==> src/rtl/sbx_pkg.sv <==
package sbx_pkg;

   typedef enum logic [1:0] {CLS3, CLS4, CLS7, CLS14} lat_cls_e;

   typedef enum logic [3:0] {
      K_NOP, K_CONST, K_PUSH8, K_LOAD, K_STORE, K_DUP, K_POP,
      K_ARITH, K_GOTO, K_IFZ, K_IFCMP, K_SLEEP, K_BAD
   } kind_e;

   typedef enum logic [3:0] {
      ALU_ADD = 4'd0, ALU_SUB = 4'd1, ALU_MUL = 4'd2, ALU_AND = 4'd3,
      ALU_OR  = 4'd4, ALU_XOR = 4'd5, ALU_SHL = 4'd6, ALU_SHR = 4'd7,
      ALU_USHR = 4'd8
   } alu_op_e;

   typedef enum logic [1:0] {S_RUN, S_SLEEP, S_HALT} core_st_e;

   typedef struct packed {
      kind_e               kind;
      lat_cls_e            cls;
      alu_op_e             aop;
      logic                unary;
      logic [2:0]          cond;
      logic [1:0]          slot;
      logic                has_idx;
      logic signed [3:0]   cval;
   } dec_t;

   localparam logic [7:0] OP_SLEEP = 8'hFE;

   // index of the final step of each latency class
   function automatic logic [3:0] cls_last(input lat_cls_e c);
      case (c)
         CLS3:    return 4'd2;
         CLS4:    return 4'd3;
         CLS7:    return 4'd6;
         default: return 4'd13;
      endcase
   endfunction

endpackage

==> src/rtl/sbx_decode.sv <==
module sbx_decode
   import sbx_pkg::*;
(
   input  logic [7:0] op,
   output dec_t       dec
);
   always_comb begin
      dec         = '0;
      dec.kind    = K_BAD;
      dec.cls     = CLS3;
      dec.aop     = ALU_ADD;
      case (op) inside
         8'h00:           dec.kind = K_NOP;
         [8'h02:8'h08]: begin
            dec.kind = K_CONST;
            dec.cval = 4'(op - 8'd3);
         end
         8'h10:           dec.kind = K_PUSH8;
         8'h15: begin
            dec.kind = K_LOAD;  dec.cls = CLS4; dec.has_idx = 1'b1;
         end
         [8'h1A:8'h1D]: begin
            dec.kind = K_LOAD;  dec.cls = CLS4; dec.slot = op[1:0] + 2'd2;
         end
         8'h36: begin
            dec.kind = K_STORE; dec.cls = CLS4; dec.has_idx = 1'b1;
         end
         [8'h3B:8'h3E]: begin
            dec.kind = K_STORE; dec.cls = CLS4; dec.slot = op[1:0] + 2'd1;
         end
         8'h57:           dec.kind = K_POP;
         8'h59:           dec.kind = K_DUP;
         8'h60: begin dec.kind = K_ARITH; dec.cls = CLS7; dec.aop = ALU_ADD;  end
         8'h64: begin dec.kind = K_ARITH; dec.cls = CLS7; dec.aop = ALU_SUB;  end
         8'h68: begin dec.kind = K_ARITH; dec.cls = CLS7; dec.aop = ALU_MUL;  end
         8'h74: begin
            dec.kind = K_ARITH; dec.cls = CLS7; dec.aop = ALU_SUB; dec.unary = 1'b1;
         end
         8'h78: begin dec.kind = K_ARITH; dec.cls = CLS7; dec.aop = ALU_SHL;  end
         8'h7A: begin dec.kind = K_ARITH; dec.cls = CLS7; dec.aop = ALU_SHR;  end
         8'h7C: begin dec.kind = K_ARITH; dec.cls = CLS7; dec.aop = ALU_USHR; end
         8'h7E: begin dec.kind = K_ARITH; dec.cls = CLS7; dec.aop = ALU_AND;  end
         8'h80: begin dec.kind = K_ARITH; dec.cls = CLS7; dec.aop = ALU_OR;   end
         8'h82: begin dec.kind = K_ARITH; dec.cls = CLS7; dec.aop = ALU_XOR;  end
         [8'h99:8'h9E]: begin
            dec.kind = K_IFZ;   dec.cls = CLS7;  dec.cond = 3'(op - 8'h99);
         end
         [8'h9F:8'hA4]: begin
            dec.kind = K_IFCMP; dec.cls = CLS14; dec.cond = 3'(op - 8'h9F);
         end
         8'hA7: begin dec.kind = K_GOTO; dec.cls = CLS4; end
         OP_SLEEP:        dec.kind = K_SLEEP;
         default:         dec.kind = K_BAD;
      endcase
   end
endmodule

==> src/rtl/sbx_ptr_unit.sv <==
module sbx_ptr_unit #(
   parameter int PC_W     = 10,
   parameter int DADDR_W  = 8,
   parameter int SP_RESET = 64
) (
   input  logic               clk,
   input  logic               rst_n,
   input  logic               pc_inc,
   input  logic               pc_load,
   input  logic [PC_W-1:0]    base_pc,
   input  logic [15:0]        offset,
   input  logic               sp_inc,
   input  logic               sp_dec,
   output logic [PC_W-1:0]    pc,
   output logic [DADDR_W-1:0] sp,
   output logic [DADDR_W-1:0] sp_m1
);
   logic [PC_W-1:0] off_w;

   generate
      if (PC_W <= 16) begin : g_off_trunc
         assign off_w = offset[PC_W-1:0];
      end else begin : g_off_sext
         assign off_w = {{(PC_W-16){offset[15]}}, offset};
      end
   endgenerate

   assign sp_m1 = sp - DADDR_W'(1);

   always_ff @(posedge clk) begin
      if (!rst_n) begin
         pc <= '0;
         sp <= DADDR_W'(SP_RESET);
      end else begin
         if (pc_load)      pc <= base_pc + off_w;
         else if (pc_inc)  pc <= pc + PC_W'(1);
         if (sp_inc)       sp <= sp + DADDR_W'(1);
         else if (sp_dec)  sp <= sp_m1;
      end
   end
endmodule

==> src/rtl/sbx_seq.sv <==
module sbx_seq
   import sbx_pkg::*;
#(
   parameter int DATA_W   = 16,
   parameter int PC_W     = 10,
   parameter int DADDR_W  = 8,
   parameter int SP_RESET = 64
) (
   input  logic               clk,
   input  logic               rst_n,
   output logic [PC_W-1:0]    rom_addr,
   input  logic [7:0]         rom_data,
   output logic [DADDR_W-1:0] ram_addr,
   output logic               ram_we,
   output logic [DATA_W-1:0]  ram_wdata,
   input  logic [DATA_W-1:0]  ram_rdata,
   input  logic [DADDR_W-1:0] frame_base,
   output logic               alu_req,
   output logic [3:0]         alu_op,
   output logic [DATA_W-1:0]  alu_a,
   output logic [DATA_W-1:0]  alu_b,
   input  logic [DATA_W-1:0]  alu_y,
   input  logic               wake,
   output logic               sleeping,
   output logic               illegal,
   output logic               instr_done
);
   localparam int STEP_W = 4;

   generate
      if (!(DATA_W == 8 || DATA_W == 16)) begin : g_bad_dw
         $error("sbx_seq: DATA_W must be 8 or 16");
      end
      if (PC_W < 4 || DADDR_W < 4) begin : g_bad_aw
         $error("sbx_seq: address widths too small");
      end
   endgenerate

   core_st_e            st;
   logic [STEP_W-1:0]   step;
   logic [7:0]          ir, imm_hi, imm_lo;
   logic [PC_W-1:0]     op_pc, pc;
   logic [DADDR_W-1:0]  sp, sp_m1;
   logic [DATA_W-1:0]   tmp, opa, opb;
   logic                bad;

   logic pc_inc, pc_load, sp_inc, sp_dec;
   logic ld_hi, ld_lo, ld_tmp_ram, ld_tmp_alu, ld_a, ld_b, zero_a;

   dec_t       dec;
   logic [7:0] cur_op;
   assign cur_op = (step == '0) ? rom_data : ir;

   sbx_decode u_dec (.op(cur_op), .dec(dec));

   sbx_ptr_unit #(.PC_W(PC_W), .DADDR_W(DADDR_W), .SP_RESET(SP_RESET)) u_ptr (
      .clk(clk), .rst_n(rst_n), .pc_inc(pc_inc), .pc_load(pc_load),
      .base_pc(op_pc), .offset({imm_hi, imm_lo}),
      .sp_inc(sp_inc), .sp_dec(sp_dec), .pc(pc), .sp(sp), .sp_m1(sp_m1)
   );

   logic run, last;
   assign run  = (st == S_RUN);
   assign last = (step != '0) && (step == cls_last(dec.cls));

   // frame-relative address, dedicated adder
   logic [7:0]         idx;
   logic [DADDR_W-1:0] loc_addr;
   assign idx      = dec.has_idx ? imm_lo : {6'd0, dec.slot};
   assign loc_addr = frame_base + DADDR_W'(idx);

   logic [DATA_W-1:0] const_w, imm_w;
   assign const_w = DATA_W'(dec.cval);
   generate
      if (DATA_W == 8) begin : g_imm_w8
         assign imm_w = imm_lo;
      end else begin : g_imm_wide
         assign imm_w = {{(DATA_W-8){imm_lo[7]}}, imm_lo};
      end
   endgenerate

   // branch condition, independent of the ALU
   logic signed [DATA_W-1:0] cmp_l, cmp_r;
   logic                     taken;
   assign cmp_l = (dec.kind == K_IFZ) ? opb : opa;
   assign cmp_r = (dec.kind == K_IFZ) ? '0  : opb;
   always_comb begin
      case (dec.cond)
         3'd0:    taken = (cmp_l == cmp_r);
         3'd1:    taken = (cmp_l != cmp_r);
         3'd2:    taken = (cmp_l <  cmp_r);
         3'd3:    taken = (cmp_l >= cmp_r);
         3'd4:    taken = (cmp_l >  cmp_r);
         3'd5:    taken = (cmp_l <= cmp_r);
         default: taken = 1'b0;
      endcase
   end

   assign alu_op = dec.aop;
   assign alu_a  = opa;
   assign alu_b  = opb;

   always_comb begin
      rom_addr = pc;        ram_addr = sp_m1;    ram_we = 1'b0;
      ram_wdata = tmp;      alu_req = 1'b0;
      pc_inc = 1'b0;  pc_load = 1'b0;  sp_inc = 1'b0;  sp_dec = 1'b0;
      ld_hi = 1'b0;  ld_lo = 1'b0;  ld_tmp_ram = 1'b0;  ld_tmp_alu = 1'b0;
      ld_a = 1'b0;   ld_b = 1'b0;   zero_a = 1'b0;
      if (run) begin
         if (step == '0) begin
            pc_inc = (dec.kind != K_BAD);
         end else begin
            case (dec.kind)
               K_CONST: if (step == 4'd1) begin
                  ram_addr = sp; ram_wdata = const_w; ram_we = 1'b1; sp_inc = 1'b1;
               end
               K_PUSH8: begin
                  if (step == 4'd1) begin ld_lo = 1'b1; pc_inc = 1'b1; end
                  if (step == 4'd2) begin
                     ram_addr = sp; ram_wdata = imm_w; ram_we = 1'b1; sp_inc = 1'b1;
                  end
               end
               K_LOAD: begin
                  if (step == 4'd1 && dec.has_idx) begin ld_lo = 1'b1; pc_inc = 1'b1; end
                  if (step == 4'd2) begin ram_addr = loc_addr; ld_tmp_ram = 1'b1; end
                  if (step == 4'd3) begin ram_addr = sp; ram_we = 1'b1; sp_inc = 1'b1; end
               end
               K_STORE: begin
                  if (step == 4'd1 && dec.has_idx) begin ld_lo = 1'b1; pc_inc = 1'b1; end
                  if (step == 4'd2) begin ld_tmp_ram = 1'b1; sp_dec = 1'b1; end
                  if (step == 4'd3) begin ram_addr = loc_addr; ram_we = 1'b1; end
               end
               K_DUP: begin
                  if (step == 4'd1) ld_tmp_ram = 1'b1;
                  if (step == 4'd2) begin ram_addr = sp; ram_we = 1'b1; sp_inc = 1'b1; end
               end
               K_POP: if (step == 4'd1) sp_dec = 1'b1;
               K_ARITH: begin
                  if (step == 4'd1) begin ld_b = 1'b1; sp_dec = 1'b1; end
                  if (step == 4'd2) begin
                     if (dec.unary) zero_a = 1'b1;
                     else begin ld_a = 1'b1; sp_dec = 1'b1; end
                  end
                  if (step == 4'd3) begin alu_req = 1'b1; ld_tmp_alu = 1'b1; end
                  if (step == 4'd4) begin ram_addr = sp; ram_we = 1'b1; sp_inc = 1'b1; end
               end
               K_GOTO, K_IFZ, K_IFCMP: begin
                  if (step == 4'd1) begin ld_hi = 1'b1; pc_inc = 1'b1; end
                  if (step == 4'd2) begin ld_lo = 1'b1; pc_inc = 1'b1; end
                  if (dec.kind == K_GOTO && step == 4'd3) pc_load = 1'b1;
                  if (dec.kind != K_GOTO && step == 4'd3) begin ld_b = 1'b1; sp_dec = 1'b1; end
                  if (dec.kind == K_IFZ && step == 4'd4) pc_load = taken;
                  if (dec.kind == K_IFCMP && step == 4'd4) begin ld_a = 1'b1; sp_dec = 1'b1; end
                  if (dec.kind == K_IFCMP && step == 4'd5) pc_load = taken;
               end
               default: ;
            endcase
         end
      end
   end

   always_ff @(posedge clk) begin
      if (!rst_n) begin
         st <= S_RUN;  step <= '0;  bad <= 1'b0;
         ir <= '0;  imm_hi <= '0;  imm_lo <= '0;  op_pc <= '0;
         tmp <= '0;  opa <= '0;  opb <= '0;
      end else begin
         case (st)
            S_RUN: begin
               if (step == '0) begin
                  if (dec.kind == K_BAD) begin
                     st <= S_HALT; bad <= 1'b1;
                  end else begin
                     ir <= rom_data; op_pc <= pc; step <= 4'd1;
                  end
               end else if (last) begin
                  step <= '0;
                  if (dec.kind == K_SLEEP) st <= S_SLEEP;
               end else begin
                  step <= step + 4'd1;
               end
            end
            S_SLEEP: if (wake) st <= S_RUN;
            default: ;
         endcase
         if (ld_hi)      imm_hi <= rom_data;
         if (ld_lo)      imm_lo <= rom_data;
         if (ld_tmp_ram) tmp <= ram_rdata;
         if (ld_tmp_alu) tmp <= alu_y;
         if (ld_b)       opb <= ram_rdata;
         if (ld_a)       opa <= ram_rdata;
         if (zero_a)     opa <= '0;
      end
   end

   assign sleeping   = (st == S_SLEEP);
   assign illegal    = bad;
   assign instr_done = run && last;

endmodule

==> config.mk <==
export PLATFORM = sky130hd
export DESIGN_NAME = sbx_seq
export DESIGN_NICKNAME = d
export VERILOG_FILES = /design/src/rtl/sbx_pkg.sv /design/src/rtl/sbx_decode.sv /design/src/rtl/sbx_ptr_unit.sv /design/src/rtl/sbx_seq.sv
export SDC_FILE = /design/constraint.sdc
export NUM_CORES = 1
export LEC_CHECK = 0
export ABC_AREA = 1
export BUFFER_PORTS_ARGS = -buffer_cell sky130_fd_sc_hd__buf_2
export CAP_MARGIN = 20
export CORE_MARGIN = 4
export CORE_UTILIZATION = 41
export CTS_CLUSTER_DIAMETER = 40
export DETAILED_ROUTE_END_ITERATION = 8
export MAX_ROUTING_LAYER = met4
export SLEW_MARGIN = 0
export SYNTH_ARGS = -nofsm -noshare
export SYNTH_HDL_FRONTEND = slang
export SYNTH_SLANG_ARGS = --single-unit
export TNS_END_PERCENT = 30
==> constraint.sdc <==
create_clock -name clk -period 5.85 [get_ports clk]
set_input_delay 0.585 -clock clk [delete_from_list [all_inputs] [get_ports clk]]
set_output_delay 0.585 -clock clk [all_outputs]
set_load 0.1 [all_outputs]
After elaboration in Yosys (flattened, before gate mapping)
Cells that the tools add are included.
{ "totals": {"regBits": 101, "in_bits": 51, "out_inout_bits": 75, "wordCells": 324} }
{ "classes": {"add_sub_neg": 11, "n_lt_le_gt_ge": 14, "n_eq_ne": 52, "mux": 202, "bitwise_logic": 2, "reduce_logical": 31} }
{ "op_table": {"columns": ["cell", "n"], "rows": [
  ["two-way mux 4 bit", 43],
  ["two-way mux 16 bit", 8],
  ["two-way mux 8 bit", 12],
  ["== test 8 x 7 -> 1 bit, second input constant", 10],
  ["two-way mux 3 bit", 25],
  ["two-way mux 1 bit", 66],
  ["two-way mux 2 bit", 33],
  ["one-hot mux 8 bit (5 select lines)", 1],
  ["== test 8 bit, second input constant", 4],
  ["one-hot mux 16 bit (2 select lines)", 1],
  ["== test 4 x 3 -> 1 bit, second input constant", 6],
  ["== test 4 bit, second input constant", 5],
  ["two-way mux 10 bit", 2],
  ["== test 16 bit", 1],
  ["== test 4 x 2 -> 1 bit, second input constant", 4],
  ["== test 8 x 5 -> 1 bit, second input constant", 2],
  [">= comparator 16 bit", 1],
  [">= comparator 8 bit, second input constant", 2],
  ["greater-than comparator 16 bit", 1],
  ["less-or-equal comparator 16 bit", 1],
  ["less-or-equal comparator 8 bit, second input constant", 2],
  ["less-than comparator 16 bit", 1],
  ["!= test 16 bit", 1],
  ["logical AND 1 bit", 13],
  ["47 further kinds", 67]
]} }

Logic depth before layout (Yosys ltp)
{ "depth": {"word_depth": 36, "mapped_depth": 41, "depth_no_buf": 37} }

Hierarchy
From an unflattened synthesis, not the netlist that was laid out.
{ "unflattened": {"hier_cells": 1340, "hier_area_um2": 8381.8} }
{ "by_module_without_submodules": {"columns": ["module", "n_inst", "cells_per_inst", "area_per_inst_um2", "seq_area_each_um2"], "rows": [
  ["sbx_seq", 1, 928, 5928.2, 1781.7],
  ["sbx_ptr_unit", 1, 241, 1602.8, 360.3],
  ["sbx_decode", 1, 171, 850.8, 0.0]
]} }

Worst setup path before layout
Ideal clock, no wire load.
{ "synth_timing": {"path_kind": "reg-to-output", "from": "register step[0]", "to": "output port ram_addr[6]", "t_arrival_ps": 4887, "slack_ps": 378, "stages_incl_launch_ff": 27, "path_buffers": 2, "path_cell_list": "dfxtp_1 -> inv_1 -> ha_1 -> buf_2 -> nand2_8 -> buf_8 -> nand2_1 -> nand2_1 -> nand2_2 -> nor2_1 -> nand4_1 -> nand2_1 -> inv_1 -> o21ai_0 -> inv_1 -> fa_1 -> inv_1 -> nand3_1 -> nand2_1 -> nand2_1 -> a21oi_1 -> nor2_1 -> xnor2_1 -> o21ai_0 -> o2111ai_1 -> nor4_1 -> a21oi_1"} }
{ "synth_via": {"elab_chain_cells": 31, "elab_cells_between_ends": 95} }
{ "synth_rtl": {"columns": ["element", "line", "text"], "rows": [
  ["from (decl)", "sbx_seq.sv:40", "logic [STEP_W-1:0] step;"],
  ["from (signal assigned)", "sbx_seq.sv:180", "step <= step + 4'd1;"],
  ["parallel branches: the longest is 29 deep, another holds >= comparator 8 bit", null, null],
  ["two-way mux 8 bit (*)", "sbx_seq.sv:110", "if (step == '0) begin"],
  ["two-way mux 8 bit (*)", "sbx_seq.sv:109", "if (run) begin"],
  ["to (decl)", "sbx_seq.sv:13", "output logic [DADDR_W-1:0] ram_addr,"]
]} }
Mark *: on every way between the ends.

Worst setup path in the final report
Ends and elaborated chain as after synthesis.

==> impl_metrics.toml <==
[run_status]
outcome = "finished clean"

[floorplanning]
start_util_pct = 42.09
die_w_microns = 150.1
die_height_microns = 150.1
core_sq_um = 19650
design.portCount = 126
placement_rows = 51
floorplan.die_area_sq_um = 22520

[worst_setup_path]
crit-reg2reg-capture = "u_ptr.pc[0]"
worst_ep_required_time_ns = 5.27
slowest_delay_ns = 0.44
regToRegSetupSlack_ns = 1.03
critical_path_peak_fanout = 18
timing.reg2reg.worst_path_depth = 33
critical_path.startpoint_type = "register"
cp_bufs_invs = 6
critPathCaptureType = "output port"
cpMaxStageDelayCell = "fa_1"
critPathTopFamily = "simple AND/OR/NAND/NOR gates"
critical_path_s_most_frequent_cell = "o21ai_0"
cp.arrival_ns = 4.83
reg2reg_from = "step[0]"
criticalPathCategory = "register to output port"

[clocking]
cts_made_buffers = 9
post_cts_resize_count = 0
path_clk_slew_ns = 0.07
clock_tree.htree_level_count = 3
cts_hold_repair.buffers = 0
root_buffer = "clkbuf_16"
cts_post_setup_buffers_inserted = 0
numClockSinks = 101
tritoncts = "done"
maximum_count_of_clock_buffers_along_a_single_path = 2
clk_latency_ns = 0.36

[sta]
maxSlewViolCount = 0
final.period_utilization_pct = 92.52
timing.max_slew.rel_slack_pct = 34.96
period_needed_ns = 5.412
setup_viol_count_final = 0
skew_ns = 0.01011
setup_tns_ns = 0
grt_setup_unrepaired = "no"
timing_worst_slew_pin_value_ns = 0.9698
timing_hold_violations_final = 0
fmax_ghz = 0.1848

[synthesis]
yosys_most_used_dff = "dfxtp_1"
postSynthRegisterBits = 101
yosys.cell_types.count = 50
synth_edf_count = 0
syn_area_sq_um = 8273
synth-seq-area-share_pct = 24.44
ys_async_sr_fraction_pct = 0
synth_warnings = 0
synth.net_count = 1427
post_synth_inst_count = 1335
per_instance_average_area_after_synthesis_sq_um = 6.197

[global_routing]
overflow = 0
grt_pass1_vias = 8478
grt_max_degree = 77
antenna_found_initial = 0
grt_usage_pct = 25.06
first_pass_grt_wire_length_mm = 44.10

[finish]
num_antenna_cells = 0
layout.core_utilization_pct = 47.71
area.growth.synth_to_final_pct = 13.34
layout.cell_area.non_filler_sq_um = 9376
post_route_cells_drive_above_1_share_pct = 16.21
instances_no_fill = 1696
nets = 1518

[min_path]
worst_min_delay_path_endpoint = "illegal"
hold-path-cell-count = 2
hold_path.class = "register to register"
worstHoldStart = "illegal"

[place]
placement.cell_area_sq_um = 9022
detailed_place_hpwl_mm = 20.85
placedCellCount = 1678
finalWeightedCongestion = 0.9598
port_buffers = 125

[drt]
num_vias = 9124
drt_first_iter_violations = 603
drt_drc_violations_left = 0
postRouteWirelength_mm = 27.79
drt-pass1-iter-count = 5
antenna_left = 0
wl_per_cell_microns = 16.39
routed_via_density = 5.380

[power_and_ir_drop]
power-per-cell-area_nw_per_um2 = 332.3
ir_drop_mv = 0.2518
leakagePower_nw = 4.530

[flow_run]
maxCapViolations = 0
-- Yosys cell counts, types with 4 or more instances --
cell / n / area [sq um]
o211ai_1: 16 / 120.1
buf_2: 8 / 40.04
nand2_1: 297 / 1115
o21ai_1: 9 / 45.04
xnor2_1: 10 / 87.58
nor2_1: 173 / 649.4
ha_1: 39 / 488.0
nand2_2: 31 / 193.9
o21ai_2: 4 / 35.03
nor3_1: 35 / 175.2
nand3b_1: 5 / 37.54
nand4_1: 13 / 81.33
o2111ai_1: 4 / 35.03
a21oi_1: 73 / 365.4
a211oi_1: 6 / 45.04
clkbuf_1: 38 / 142.6
xor2_1: 27 / 236.5
inv_2: 18 / 67.56
o221ai_1: 4 / 35.03
o21bai_1: 4 / 30.03
dfxtp_1: 101 / 2022
o21ai_0: 145 / 725.7
a31oi_1: 19 / 118.9
o22ai_1: 8 / 50.05
buf_6: 5 / 56.30
nor4_1: 6 / 37.54
nand3_1: 75 / 375.4
nor2_2: 7 / 43.79
inv_1: 123 / 461.7
nand2_4: 7 / 78.83
-- tightest hold or removal path: cells and delay by family (launching register included) --
family | cells | cell delay, ns
flip-flops | 1 | 0.31
AO/OA/AOI/OAI | 1 | 0.05
buffers and inverters | 1 | 0.04
-- cell type report --
type,count,area (sq um)
timing repair buffer,135,710.7
clock buffer,10,239.0
sequential,101,2022
fill,2124,10280
multi-input combinational,1038,5466
clock inverter,6,77.57
tap,265,331.6
inverter,141,529.3
-- power breakdown --
| part | internal [mW] | leakage [nW] | switching (mW) |
|---|---|---|---|
| Sequential | 0.802 | 0.819 | 0.0925 |
| Clock | 0.353 | 0.153 | 0.303 |
| Combinational | 0.393 | 3.56 | 1.17 |
-- worst max path at each step --
stage	startpoint	endpoint	slack [ns]	cells after the start
2_1_floorplan	step[0]	ram_addr[6]	0.38	26
4_1_cts	step[0]	ram_addr[6]	0.005	28
3_5_place_dp	step[0]	ram_addr[6]	0.41	28
6_report	step[0]	ram_addr[6]	0.44	28
3_3_place_gp	step[0]	ram_addr[6]	0.58	28
5_1_grt	step[0]	ram_addr[6]	0.02	28
-- sequential cells by signal, indices dropped and copies added (netlist names) --
signal    cells
alu_a        16
imm_lo        8
illegal       1
ir            8
alu_b        16
tmp          16
imm_hi        2
u_ptr.sp      8
u_ptr.pc     10
step          4
op_pc        10
st            2
-- routing by layer --
metal / vias to the layer above / global-route usage (%) / wire length, microns
met4: 0 / 7.548 / 667
met1: 4151 / 33.55 / 12740
met2: 318 / 39.31 / 12540
met3: 48 / 3.664 / 1837
li1: 4607 / - / -
met5: - / - / 0
-- stage by stage --
stage          power [mW]  hold slack, ns  setup slack, ns
5_1_grt             3.321          0.4849          0.01612
4_1_cts             3.119          0.4548         0.005455
3_5_place_dp        2.457          0.4432           0.4132
6_report            3.115          0.4486           0.4377
3_3_place_gp        2.453          0.4424           0.5802
2_1_floorplan       2.137          0.4280           0.3783
-- cells in the final DEF (no fill, tap or decap), types with 4 or more instances in the layout --
cell type  synthesis  layout
nand2_1          297     297
nor2_1           173     173
o21ai_0          145     145
buf_2              8     124
inv_1            123     123
dfxtp_1          101     101
nand3_1           75      75
a21oi_1           73      73
ha_1              39      38
nor3_1            35      35
nand2_2           31      31
xor2_1            27      27
a31oi_1           19      19
inv_2             18      18
o211ai_1          16      16
nand4_1           13      13
xnor2_1           10      10
o21ai_1            9       9
clkbuf_16          0       9
buf_4              2       9
o22ai_1            8       8
nand2_4            7       7
nor2_2             7       7
nor4_1             6       6
a211oi_1           6       6
nand3b_1           5       5
o21ai_2            4       4
o2111ai_1          4       4
o221ai_1           4       4
o21bai_1           4       4
-- cell families after synthesis --
group | Yosys count | share of synthesized area, %
and+or+nand+nor | 659 | 35.16
AOI/OAI and AO/OA | 300 | 20.28
buffers and inverters | 196 | 9.694
DFF | 101 | 24.44
adders and majority gates | 41 | 6.382
xor gates and xnor gates | 37 | 3.917
muxes | 1 | 0.1210
Note: power is estimated with default switching activity, not from simulation.
